$ cat config.mk
export PLATFORM = sky130hd
export DESIGN_NAME = serial_audio_rx
export DESIGN_NICKNAME = d
export VERILOG_FILES = /design/src/rtl/sar_pkg.sv /design/src/rtl/sar_sync.sv /design/src/rtl/sar_edge.sv /design/src/rtl/sar_deser.sv /design/src/rtl/serial_audio_rx.sv
export SDC_FILE = /design/constraint.sdc
export NUM_CORES = 1
export LEC_CHECK = 0
export BUFFER_PORTS_ARGS = -buffer_cell sky130_fd_sc_hd__buf_2
export CAP_MARGIN = 20
export CORE_AREA = 2 2 141 143
export CTS_CLUSTER_DIAMETER = 40
export DETAILED_ROUTE_END_ITERATION = 12
export DIE_AREA = 0 0 143 145
export SLEW_MARGIN = 40
export SYNTH_ARGS = -nofsm -noshare
export SYNTH_HDL_FRONTEND = slang
export SYNTH_SLANG_ARGS = --single-unit
$ cat constraint.sdc
create_clock -name clk -period 2.6 [get_ports clk]
set_clock_uncertainty 0.2 [all_clocks]
set_input_delay 0.65 -clock clk [delete_from_list [all_inputs] [get_ports clk]]
set_output_delay 0.65 -clock clk [all_outputs]
set_load 0.05 [all_outputs]
$ cat src/rtl/sar_pkg.sv
package sar_pkg;

  typedef enum logic [1:0] {
    FMT_RJ_NARROW = 2'd0,
    FMT_RJ_WIDE   = 2'd1,
    FMT_I2S       = 2'd2
  } fmt_e;

  // The I2S-style framing only carries narrow words, so the wide flag is
  // discarded whenever it is selected.
  function automatic fmt_e pick_fmt(input logic i2s, input logic wide);
    if (i2s)  return FMT_I2S;
    if (wide) return FMT_RJ_WIDE;
    return FMT_RJ_NARROW;
  endfunction

endpackage

$ cat src/rtl/sar_sync.sv
module sar_sync #(
  parameter int W      = 3,
  parameter int STAGES = 2
) (
  input  logic         clk,
  input  logic         rst,
  input  logic [W-1:0] d,
  output logic [W-1:0] q
);

  logic [W-1:0] stg [STAGES];

  generate
    for (genvar s = 0; s < STAGES; s++) begin : g_stage
      if (s == 0) begin : g_first
        always_ff @(posedge clk) begin
          if (rst) stg[0] <= '0;
          else     stg[0] <= d;
        end
      end else begin : g_next
        always_ff @(posedge clk) begin
          if (rst) stg[s] <= '0;
          else     stg[s] <= stg[s-1];
        end
      end
    end
  endgenerate

  assign q = stg[STAGES-1];

endmodule

$ cat src/rtl/sar_edge.sv
module sar_edge (
  input  logic clk,
  input  logic rst,
  input  logic bclk_s,
  input  logic ws_s,
  input  logic sd_s,
  output logic rise_o,
  output logic ws_o,
  output logic bit_o
);

  logic bclk_q;

  always_ff @(posedge clk) begin
    if (rst) begin
      bclk_q <= 1'b0;
      rise_o <= 1'b0;
      ws_o   <= 1'b0;
      bit_o  <= 1'b0;
    end else begin
      bclk_q <= bclk_s;
      rise_o <= bclk_s & ~bclk_q;
      ws_o   <= ws_s;
      bit_o  <= sd_s;
    end
  end

endmodule

$ cat src/rtl/sar_deser.sv
module sar_deser
  import sar_pkg::*;
#(
  parameter int SMP_W    = 20,
  parameter int NARROW_W = 16
) (
  input  logic             clk,
  input  logic             rst,
  input  fmt_e             fmt,
  input  logic             ws_swap,
  input  logic             rise,
  input  logic             ws,
  input  logic             din,
  output logic             cap_stb,
  output logic             cap_left,
  output logic [SMP_W-1:0] cap_word
);

  localparam int PAD_W = SMP_W - NARROW_W;
  localparam int CNT_W = $clog2(NARROW_W + 2);
  localparam logic [CNT_W-1:0] CNT_IDLE = CNT_W'(NARROW_W + 1);
  localparam logic [CNT_W-1:0] CNT_LAST = CNT_W'(NARROW_W);
  localparam logic [CNT_W-1:0] CNT_FIRST = CNT_W'(1);

  logic             primed;
  logic             ws_prev;
  logic [SMP_W-1:0] sr;
  logic [CNT_W-1:0] cnt;
  logic             ws_edge;

  assign ws_edge = rise & primed & (ws != ws_prev);

  always_ff @(posedge clk) begin
    if (rst) begin
      primed   <= 1'b0;
      ws_prev  <= 1'b0;
      sr       <= '0;
      cnt      <= CNT_IDLE;
      cap_stb  <= 1'b0;
      cap_left <= 1'b0;
      cap_word <= '0;
    end else begin
      cap_stb <= 1'b0;
      if (rise) begin
        primed  <= 1'b1;
        ws_prev <= ws;
        if (fmt == FMT_I2S) begin
          if (ws_edge) begin
            cnt <= CNT_FIRST;
          end else if (cnt != CNT_IDLE) begin
            sr  <= {sr[SMP_W-2:0], din};
            cnt <= cnt + CNT_FIRST;
            if (cnt == CNT_LAST) begin
              cap_stb  <= 1'b1;
              cap_left <= ws ^ ws_swap;
              cap_word <= {sr[NARROW_W-2:0], din, {PAD_W{1'b0}}};
            end
          end
        end else begin
          sr <= {sr[SMP_W-2:0], din};
          if (ws_edge) begin
            cap_stb  <= 1'b1;
            cap_left <= ws_prev ^ ws_swap;
            cap_word <= (fmt == FMT_RJ_WIDE) ? sr
                                             : {sr[NARROW_W-1:0], {PAD_W{1'b0}}};
          end
        end
      end
    end
  end


  cap_after_rise_chk: assert property (@(posedge clk) disable iff (rst)
    cap_stb |-> $past(rise));

endmodule

$ cat src/rtl/serial_audio_rx.sv
module serial_audio_rx
  import sar_pkg::*;
#(
  parameter int SMP_W       = 20,
  parameter int NARROW_W    = 16,
  parameter int SYNC_STAGES = 2
) (
  input  logic             clk,
  input  logic             rst,
  input  logic             cfg_wide,
  input  logic             cfg_i2s,
  input  logic             cfg_ws_swap,
  input  logic             bclk_in,
  input  logic             ws_in,
  input  logic             sdata_in,
  output logic [SMP_W-1:0] left_sample,
  output logic [SMP_W-1:0] right_sample,
  output logic             frame_valid
);

  localparam int PAD_W = SMP_W - NARROW_W;

  fmt_e             fmt;
  logic [2:0]       raw_in;
  logic [2:0]       sync_q;
  logic             rise, ws_b, bit_b;
  logic             cap_stb, cap_left;
  logic [SMP_W-1:0] cap_word;
  logic             have_l;
  logic [SMP_W-1:0] hold_l;

  assign fmt    = pick_fmt(cfg_i2s, cfg_wide);
  assign raw_in = {bclk_in, ws_in, sdata_in};

  sar_sync #(.W(3), .STAGES(SYNC_STAGES)) u_sync (
    .clk (clk), .rst (rst), .d (raw_in), .q (sync_q)
  );

  sar_edge u_edge (
    .clk (clk), .rst (rst),
    .bclk_s (sync_q[2]), .ws_s (sync_q[1]), .sd_s (sync_q[0]),
    .rise_o (rise), .ws_o (ws_b), .bit_o (bit_b)
  );

  sar_deser #(.SMP_W(SMP_W), .NARROW_W(NARROW_W)) u_deser (
    .clk (clk), .rst (rst), .fmt (fmt), .ws_swap (cfg_ws_swap),
    .rise (rise), .ws (ws_b), .din (bit_b),
    .cap_stb (cap_stb), .cap_left (cap_left), .cap_word (cap_word)
  );

  always_ff @(posedge clk) begin
    if (rst) begin
      have_l       <= 1'b0;
      hold_l       <= '0;
      left_sample  <= '0;
      right_sample <= '0;
      frame_valid  <= 1'b0;
    end else begin
      frame_valid <= 1'b0;
      if (cap_stb) begin
        if (cap_left) begin
          hold_l <= cap_word;
          have_l <= 1'b1;
        end else if (have_l) begin
          left_sample  <= hold_l;
          right_sample <= cap_word;
          frame_valid  <= 1'b1;
          have_l       <= 1'b0;
        end
      end
    end
  end


  valid_pulse_chk: assert property (@(posedge clk) disable iff (rst)
    frame_valid |=> !frame_valid);


  sample_hold_chk: assert property (@(posedge clk) disable iff (rst)
    !frame_valid |-> ($stable(left_sample) && $stable(right_sample)));


  pad_zero_chk: assert property (@(posedge clk) disable iff (rst)
    (frame_valid && fmt != FMT_RJ_WIDE) |->
      (left_sample[PAD_W-1:0] == '0 && right_sample[PAD_W-1:0] == '0));

endmodule

==> results.cfg <==
[yosys]
synth_edf_count = 0
syn_area_um2 = 4700
synth_top_area_cell = dfxtp_1
syn_area_per_cell_um2 = 8.69
yosys.cell_types.count = 35
yosysMostFrequentCell = nand2_1
synth-seq-cells = 121
synthTopCellsByCount = 138 x nand2_1, 121 x dfxtp_1, 67 x a21oi_1, 55 x mux2i_1, 43 x nor2_1
synthDominantCellAreaShare = 0.515
async_reset_ff_frac = 0
synth_area_leaders = dfxtp_1 52%, mux2i_1 12%, nand2_1 11%
ys_warn_count = 0
yosys_most_used_dff = dfxtp_1
syn-num-nets = 553
synth_cells = 541
ys_seq_area_frac = 0.515

[floorplan]
rows = 51
start_util = 0.245
die_w_um = 143
die_y_um = 145
ios = 49
die_area_um2 = 20700
core_um2 = 19200

[timing]
tns_ns = 0
period_minus_slack_ns = 2.13
setup_slack_ns = 0.469
timing.slew.headroom = 0.515
timing.final.crit_share = 0.820
holdWs_ns = 0.187
drv_slew = 0
hold_violations = 0
worst_pin_slew_ns = 0.727
setup_viol = 0
max_freq_mhz = 469
rsz0062_at_grt = false

[cts]
h-tree-depth = 4
cts_tree = yes
insertion_delay_ns = 0.41
cts_hold_buf = 0
cts_resized = 0
cts_buffer_depth = 2
cts_sinks = 121
cts_made_buffers = 17
path_clk_slew_ns = 0.05
postCtsSetupBuffers = 0
cts-root-buf = clkbuf_16

[power_and_ir_drop]
pwr-share-seq = 0.407
clkPwrFrac = 0.575
p_sw_frac = 0.202
p_per_area_nw_per_um2 = 780
power_frac_comb = 0.017
switching_power_w = 0.000925
power.leakage_nw = 2.13
ir_drop_mv = 0.441
intPower_w = 0.00365

[worst_setup_path]
required_ns = 2.69
cp-start-kind = flip-flop
criticalPathCategory = flip-flop to flip-flop
path_max_fanout = 25
worstSetupEndpointType = flip-flop
worstPathArrival_ns = 2.22
r2r_slack_ns = 0.47

[drt]
first_pass_iters = 4
dr_total_vias = 3622
first_iter_violations = 210
vias_per_cell = 4.23
route.detailed.drc = 0
ant_nets = 0
wire_per_inst_um = 12.0
finalWirelength_um = 10300

[place]
portBuffers = 48
placed_area_um2 = 5200
gp_congestion = 0.789
dpl_worst_slack_ns = 0.331
dp_hpwl_um = 6610

[layout]
final_core_util = 0.306
fill_cells = 2012
stdcell_area_um2 = 5870
final_nets = 591
antenna_cells = 0
drive_gt1_frac = 0.155
areaGrowthSynthToFinish_pct = 24.8
multi_input_area_um2 = 2090
seqCellArea_um2 = 2420

[global_route]
grt_usage = 0.104
grt_overflow = 0
grt_antenna_before_repair = 1
grt_pass1_wl_um = 17100
grt_pass1_vias = 3382
grt_max_degree = 69

[worst_hold_path]
min_path_type = flip-flop to flip-flop

[flow_run]
max-cap-violations = 0

[run_status]
status = complete, no violations
-- cells in the final DEF, fill, tap and decap left out, types with 6 or more instances in the layout --
cell / count
dfxtp_1: 121
o21ai_0: 20
buf_2: 47
buf_4: 8
nand2_1: 138
nand3_1: 6
mux2i_1: 55
nor2b_1: 13
a21oi_1: 67
clkbuf_16: 17
nor2_1: 43
-- power by group through the flow --
stage | combinational (W) | clock (W) | sequential [W]
floorplan | 0.0000586 | 0 | 0.00190
global placement | 0.0000790 | 0 | 0.00190
detailed placement | 0.0000787 | 0 | 0.00190
CTS | 0.0000788 | 0.00268 | 0.00186
global route | 0.0000862 | 0.00278 | 0.00186
finish | 0.0000781 | 0.00263 | 0.00186
-- kinds of logic after synthesis --
group / count (synthesis) / synth area share
xor+xnor: 2 / 0.00532
mux: 55 / 0.117
compound gates: 98 / 0.116
flops: 121 / 0.515
fa+ha+maj: 4 / 0.0106
buf+inv: 43 / 0.0391
simple gates: 218 / 0.197
-- critical path, stage by stage (launching register included) --
cell	delay [ns]
dfxtp_1	0.34
xor2_2	0.18
and3_4	0.20
ha_1	0.28
nand4b_1	0.15
o2bb2ai_4	0.19
buf_12	0.20
mux2i_1	0.20
nor2_1	0.05
-- area by class of cell --
cell class	instances	area share
Inverter	5	0.00320
Timing Repair Buffer	57	0.0571
Clock inverter	12	0.0356
Sequential cell	121	0.413
Multi-Input combinational cell	377	0.357
Tap cell	265	0.0565
Clock buffer	20	0.0778
-- stage by stage --
step,total power (W),instances
2_1_floorplan,0.00196,541
3_3_place_gp,0.00198,825
3_5_place_dp,0.00198,825
4_1_cts,0.00463,857
5_1_grt,0.00473,857
6_report,0.00458,857
-- layer usage --
metal  up-vias  wire [um]  global-route usage
met5         -         13                   0
met4         2        204              0.0455
met3        17        407              0.0347
met2        64       4760               0.159
met1      1660       4910               0.134
li1       1879          -                   -
-- sequential cells by signal, indices dropped and copies added, names as in the netlist --
name              flops
frame_valid           1
have_l                1
hold_l               20
left_sample          20
right_sample         20
u_deser.cap_left      1
u_deser.cap_stb       1
u_deser.cap_word     20
u_deser.cnt           5
u_deser.primed        1
u_deser.sr           20
u_deser.ws_prev       1
u_edge.bclk_q         1
u_edge.bit_o          1
u_edge.rise_o         1
u_edge.ws_o           1
u_sync.stg            6
-- final timing paths --
check / from / endpoint / depth (start not counted)
worst min register to register: u_edge.bclk_q / u_edge.rise_o / 1
worst max register to register: u_deser.ws_prev / u_deser.cap_word[12] / 8
worst min-delay path: u_edge.bclk_q / u_edge.rise_o / 1
worst max-delay path: u_deser.ws_prev / u_deser.cap_word[12] / 8
Note: power is estimated with default switching activity, not from simulation.
